<file path="config.mk">
export PLATFORM = sky130hd
export DESIGN_NAME = pkt_pixel_stage
export DESIGN_NICKNAME = d
export VERILOG_FILES = /design/src/rtl/pxs_pkg.sv /design/src/rtl/pxs_classifier.sv /design/src/rtl/pxs_colour_op.sv /design/src/rtl/pxs_out_reg.sv /design/src/rtl/pkt_pixel_stage.sv
export SDC_FILE = /design/constraint.sdc
export NUM_CORES = 1
export LEC_CHECK = 0
export ABC_AREA = 0
export CORE_MARGIN = 2
export CORE_UTILIZATION = 40
export CTS_BUF_LIST = sky130_fd_sc_hd__clkbuf_16
export DETAILED_ROUTE_END_ITERATION = 16
export GPL_TIMING_DRIVEN = 0
export PLACE_DENSITY = 0.76
export REMOVE_ABC_BUFFERS = 1
export SLEW_MARGIN = 20
export SYNTH_ARGS = -nofsm -noshare
export SYNTH_HDL_FRONTEND = slang
export SYNTH_SLANG_ARGS = --single-unit
</file>
<file path="constraint.sdc">
create_clock -name clk -period 2.94 [get_ports clk]
set_clock_uncertainty 0.2 [all_clocks]
set_input_delay 0.588 -clock clk [delete_from_list [all_inputs] [get_ports clk]]
set_output_delay 0.588 -clock clk [all_outputs]
set_load 0.01 [all_outputs]
</file>
<file path="src/rtl/pxs_pkg.sv">
package pxs_pkg;

    // Tracks whether the stream is between packets or inside the payload of one.
    typedef enum logic [1:0] {
        ST_IDLE = 2'd0,
        ST_VID  = 2'd1,
        ST_AUX  = 2'd2
    } pxs_state_e;

    // Field layout of the header word.
    localparam int unsigned TYPE_W          = 4;
    localparam logic [TYPE_W-1:0] TYPE_PIXEL = 4'd0;

    // Selects which colour operation is built.
    localparam int unsigned OP_INVERT = 0;
    localparam int unsigned OP_SWAP   = 1;

endpackage

</file>
<file path="src/rtl/pxs_classifier.sv">
module pxs_classifier
    import pxs_pkg::*;
(
    input  logic              clk,
    input  logic              rst_n,
    input  logic              fire,
    input  logic              sop,
    input  logic              eop,
    input  logic [TYPE_W-1:0] type_code,
    output logic              xform_en,
    output pxs_state_e        state_q
);

    pxs_state_e state_d;

    // State register.
    always_ff @(posedge clk) begin
        if (!rst_n) begin
            state_q <= ST_IDLE;
        end else begin
            state_q <= state_d;
        end
    end

    // Next state. A start word is classified in any state, which covers re-classification in mid-packet.
    always_comb begin
        state_d = state_q;
        if (fire) begin
            if (sop) begin
                if (eop) begin
                    state_d = ST_IDLE;
                end else if (type_code == TYPE_PIXEL) begin
                    state_d = ST_VID;
                end else begin
                    state_d = ST_AUX;
                end
            end else begin
                unique case (state_q)
                    ST_IDLE: state_d = ST_IDLE;
                    ST_VID:  state_d = eop ? ST_IDLE : ST_VID;
                    ST_AUX:  state_d = eop ? ST_IDLE : ST_AUX;
                    default: state_d = ST_IDLE;
                endcase
            end
        end
    end

    // Outputs: a word is transformed only when it is a payload word of a pixel packet.
    always_comb begin
        xform_en = 1'b0;
        unique case (state_q)
            ST_IDLE: xform_en = 1'b0;
            ST_VID:  xform_en = !sop;
            ST_AUX:  xform_en = 1'b0;
            default: xform_en = 1'b0;
        endcase
    end

    // an accepted last word leaves the machine idle.
    a_r7_eop_to_idle: assert property (@(posedge clk) disable iff (!rst_n)
        fire && eop |=> state_q == ST_IDLE);

    // an accepted start word of pixel type, not also a last word, enters the pixel payload state.
    a_r8_sop_reclass: assert property (@(posedge clk) disable iff (!rst_n)
        fire && sop && !eop && type_code == TYPE_PIXEL |=> state_q == ST_VID);

endmodule

</file>
<file path="src/rtl/pxs_colour_op.sv">
module pxs_colour_op
    import pxs_pkg::*;
#(
    parameter int unsigned N_CH = 3,
    parameter int unsigned CH_W = 8,
    parameter int unsigned OP   = OP_INVERT
) (
    input  logic [N_CH*CH_W-1:0] pix_in,
    output logic [N_CH*CH_W-1:0] pix_out
);

    localparam logic [CH_W-1:0] CH_MAX = {CH_W{1'b1}};

    // One slice per colour channel; the parameter OP picks the operation.
    for (genvar c = 0; c < N_CH; c++) begin : g_ch
        if (OP == OP_SWAP) begin : g_swap
            assign pix_out[c*CH_W +: CH_W] = pix_in[(N_CH-1-c)*CH_W +: CH_W];
        end else begin : g_inv
            assign pix_out[c*CH_W +: CH_W] = CH_MAX - pix_in[c*CH_W +: CH_W];
        end
    end

endmodule

</file>
<file path="src/rtl/pxs_out_reg.sv">
module pxs_out_reg #(
    parameter int unsigned W = 26
) (
    input  logic         clk,
    input  logic         rst_n,
    input  logic         in_valid,
    input  logic [W-1:0] in_word,
    output logic         in_ready,
    output logic         out_valid,
    output logic [W-1:0] out_word,
    input  logic         out_ready
);

    // Ready passes straight through, so both ports have zero ready latency.
    assign in_ready = !out_valid || out_ready;

    always_ff @(posedge clk) begin
        if (!rst_n) begin
            out_valid <= 1'b0;
        end else if (in_ready) begin
            out_valid <= in_valid;
        end
    end

    always_ff @(posedge clk) begin
        if (in_valid && in_ready) begin
            out_word <= in_word;
        end
    end

    // reset empties the output.
    a_r9_reset_clears: assert property (@(posedge clk)
        !rst_n |=> !out_valid);

    // a stalled output word is held steady.
    a_r2_hold_stalled: assert property (@(posedge clk) disable iff (!rst_n)
        out_valid && !out_ready |=> out_valid && $stable(out_word));

endmodule

</file>
<file path="src/rtl/pkt_pixel_stage.sv">
module pkt_pixel_stage
    import pxs_pkg::*;
#(
    parameter int unsigned N_CH = 3,
    parameter int unsigned CH_W = 8,
    parameter int unsigned OP   = OP_INVERT
) (
    input  logic                 clk,
    input  logic                 rst_n,
    input  logic [N_CH*CH_W-1:0] in_data,
    input  logic                 in_sop,
    input  logic                 in_eop,
    input  logic                 in_valid,
    output logic                 in_ready,
    output logic [N_CH*CH_W-1:0] out_data,
    output logic                 out_sop,
    output logic                 out_eop,
    output logic                 out_valid,
    input  logic                 out_ready
);

    localparam int unsigned DATA_W = N_CH * CH_W;
    localparam int unsigned WORD_W = DATA_W + 2;

    logic              fire;
    logic              xform_en;
    pxs_state_e        state_q;
    logic [DATA_W-1:0] pix_new;
    logic [DATA_W-1:0] data_sel;
    logic [WORD_W-1:0] word_in;
    logic [WORD_W-1:0] word_out;

    assign fire = in_valid && in_ready;

    pxs_classifier u_cls (
        .clk       (clk),
        .rst_n     (rst_n),
        .fire      (fire),
        .sop       (in_sop),
        .eop       (in_eop),
        .type_code (in_data[TYPE_W-1:0]),
        .xform_en  (xform_en),
        .state_q   (state_q)
    );

    pxs_colour_op #(.N_CH(N_CH), .CH_W(CH_W), .OP(OP)) u_op (
        .pix_in  (in_data),
        .pix_out (pix_new)
    );

    assign data_sel = xform_en ? pix_new : in_data;
    // the flags travel in the same register as their data word.
    assign word_in  = {in_sop, in_eop, data_sel};

    pxs_out_reg #(.W(WORD_W)) u_reg (
        .clk       (clk),
        .rst_n     (rst_n),
        .in_valid  (in_valid),
        .in_word   (word_in),
        .in_ready  (in_ready),
        .out_valid (out_valid),
        .out_word  (word_out),
        .out_ready (out_ready)
    );

    assign out_sop  = word_out[WORD_W-1];
    assign out_eop  = word_out[WORD_W-2];
    assign out_data = word_out[DATA_W-1:0];

    // a start word reaches the output unchanged, flags included.
    a_r3_header_intact: assert property (@(posedge clk) disable iff (!rst_n)
        fire && in_sop |=> out_valid && out_sop && out_data == $past(in_data)
                           && out_eop == $past(in_eop));

    // an accepted word is presented on the next cycle.
    a_r10_one_cycle: assert property (@(posedge clk) disable iff (!rst_n)
        fire |=> out_valid);

    // a payload word of an auxiliary packet is not altered.
    a_r5_aux_intact: assert property (@(posedge clk) disable iff (!rst_n)
        fire && !in_sop && state_q == ST_AUX |=> out_data == $past(in_data));

endmodule

</file>
==> flow_metrics.env <==
export IMPL_whs_ns=0.306
export IMPL_cp_data_arrival_time_ns=1.79
export IMPL_setup_ws_ns=0.357
export IMPL_r2r_slack_ns=1.31
export IMPL_r2r_end="u_reg.out_word[6]"
export IMPL_ys_warn_count=0
export IMPL_grt_usage_pct=13.9
export IMPL_fin_crit_ns=2.58
export IMPL_crit_type="primary input to output port"
export IMPL_timing_final_crit_share_pct=87.8
export IMPL_post_synth_cell_area_avg_sq_um=16.3
export IMPL_slew_headroom_pct=47.8
export IMPL_irDropWorstVdd_uv=345
export IMPL_htree_levels=2
export IMPL_drive_gt1_share_pct=7.19
export IMPL_cts_buffers=5
export IMPL_viasPerCell=4.65
export IMPL_cp_required_ns=2.15
export IMPL_coreArea_sq_mm=0.00300
export IMPL_ios=58
export IMPL_setup_tns_ns=0
export IMPL_final_cell_mix="clkdlybuf4s50_1 (57), edfxtp_1 (26), xnor2_1 (24), inv_1 (5), clkbuf_16 (5)"
export IMPL_tritoncts="yes"
export IMPL_whs_path_depth=2
export IMPL_switchingPower_mw=0.214
export IMPL_timing_rr_start="u_reg.out_valid"
export IMPL_seq_area_frac_synth_pct=67.1
export IMPL_cp_start_kind="primary input"
export IMPL_place_congestion=0.747
export IMPL_areaGrowthSynthToFinish_pct=56.4
export IMPL_synth_seq_cells=29
export IMPL_grt_pass1_wl_um=3510
export IMPL_drt_iter0_markers=13
export IMPL_ff2ff_path_depth=2
export IMPL_status="completed"
export IMPL_p_sw_share_pct=19.7
export IMPL_yosysUniqueCellTypes=20
export IMPL_setup_violations_final=0
export IMPL_final_hold_viol_count=0
export IMPL_seqPwrFrac_pct=44.7
export IMPL_grt_max_degree=29
export IMPL_dp_hpwl_um=1750
export IMPL_multiInputGateArea_sq_um=353
export IMPL_drtPass1Iterations=4
export IMPL_fillers=228
export IMPL_die_area_sq_mm=0.00359
export IMPL_crit_fanout=3
export IMPL_seqCellArea_sq_um=841
export IMPL_die_x_um=60.0
export IMPL_cap_violations=0
export IMPL_routed_wl_um=2410
export IMPL_start_util_pct=41.7
export IMPL_vias=799
export IMPL_clk_pin_slew_ns=0.05
export IMPL_hp_start="u_cls.state_q[1]"
export IMPL_die_y_um=60.0
export IMPL_cts_hold_buffers=0
export IMPL_postCtsSetupBuffers=0
export IMPL_layout_commonest_cell="clkdlybuf4s50_1"
export IMPL_timing_critical_path_mode_cell="clkdlybuf4s50_1"
export IMPL_clock_latency_ns=0.27
export IMPL_cp_slowest_stage_delay_ns=0.54
export IMPL_min_to="u_cls.state_q[1]"
export IMPL_critical_path_slowest_cell="clkdlybuf4s50_1"
export IMPL_finalMaxSlewViolations=0
export IMPL_clk_path_buf_depth=2
export IMPL_final_util_pct=65.3
export IMPL_syn_area_sq_mm=0.00125
export IMPL_cts_sinks=29
export IMPL_tightestPinTransition_ns=0.781
export IMPL_rsz0062_at_grt="no"
export IMPL_timing_fmax_ghz=0.387
export IMPL_path_cells="clkdlybuf4s50_1 -> nor2b_4 -> inv_1 -> clkdlybuf4s50_1"
export IMPL_min_delay_path_class="flip-flop to flip-flop"
export IMPL_p_int_mw=0.869
export IMPL_power_leakage_nw=0.693
export IMPL_avgRoutedWirePerCell_um=14.0
export IMPL_pre_cts_ws_ns=0.364
export IMPL_grt_pass1_vias=765
export IMPL_p_per_area_mw_per_mm2=553
export IMPL_dpl_cell_count=164
export IMPL_fin_nets=170
export IMPL_portBuffers=57
export IMPL_end_kind="output port"
export IMPL_cts_root_buf="clkbuf_16"
export IMPL_num_rows=20
export IMPL_gr_total_overflow=0
export IMPL_fin_cells=172
export IMPL_post_cts_resized=0
export IMPL_detail_route_antenna_nets=0
export IMPL_power_frac_comb_pct=12.5
export IMPL_netlist_instances=77
export IMPL_antenna_found_initial=0
export IMPL_drc_errors=0
export IMPL_num_antenna_cells=0
export IMPL_pwr_share_clk_pct=42.8
## power groups by stage
stage	combinational (mW)	clock, mW	sequential (mW)
floorplan	0.0291	0	0.505
detailed placement	0.136	0	0.492
CTS	0.137	0.476	0.485
global placement	0.133	0	0.492
finish	0.135	0.463	0.484
global route	0.144	0.494	0.486
## per-layer routing
layer / part of all wire (%) / wire length (um) / track usage (%)
met1: 42 / 1010 / 16.2
met2: 51 / 1220 / 22.4
met3: 7.5 / 181 / 6.06
met4: 0 / 0 / 5.71
met5: 0 / 0 / 0
## flip-flops by register name, summed over array words and instances, names as in the netlist
register         flops
u_reg.out_word      26
u_cls.state_q        2
u_reg.out_valid      1
## area by class of cell
cell class | instances | share of cell area [%]
clock buffers | 5 | 6.39
flip-flops and latches | 29 | 42.9
inverters | 4 | 0.766
well taps | 33 | 2.11
clock inverters | 3 | 0.702
repair buffers | 57 | 29.1
multi-input cells | 41 | 18.0
## worst max-delay path, delay by kind of cell
kind	cells	cell delay, ns
buffers and inverters	3	1.14
AND/OR/NAND/NOR	1	0.06
## worst max-delay path by stage
stage	from	to	slack [ns]	cells after the start
floorplan	in_valid	u_reg.out_word[0]	0.51	2
CTS	out_ready	in_ready	0.36	4
global route	out_ready	in_ready	0.33	4
detailed placement	out_ready	in_ready	0.36	4
finish	out_ready	in_ready	0.36	4
global placement	out_ready	u_reg.out_word[9]	-0.39	3
## cells in the mapped netlist (all sizes together)
library cell / n / share of area (%)
a21boi: 1 / 0.60
buf: 3 / 4.1
dfxtp: 3 / 4.8
edfxtp: 26 / 62
ha: 2 / 2.0
inv: 4 / 1.2
nand2: 2 / 0.60
nand2b: 3 / 2.1
nor2: 1 / 0.30
nor2b: 2 / 1.6
nor3: 1 / 0.40
nor4: 1 / 0.50
o211ai: 1 / 0.60
o2bb2ai: 1 / 0.70
o32ai: 1 / 0.70
o41ai: 1 / 0.70
xnor2: 24 / 17
## logic make-up after synthesis
group	share of synthesized area [%]
DFF	67.1
AOI/OAI and AO/OA	3.30
buffers and inverters	5.29
adders and majority gates	2.00
and+or+nand+nor	5.49
xor gates and xnor gates	16.8
## per-stage QoR
stage	instance area (sq um)	power [mW]
2_1_floorplan	1200	0.534
3_3_place_gp	1810	0.625
3_5_place_dp	1820	0.628
4_1_cts	1960	1.10
5_1_grt	1960	1.12
6_report	1960	1.08
Note: power is estimated with default switching activity, not from simulation.
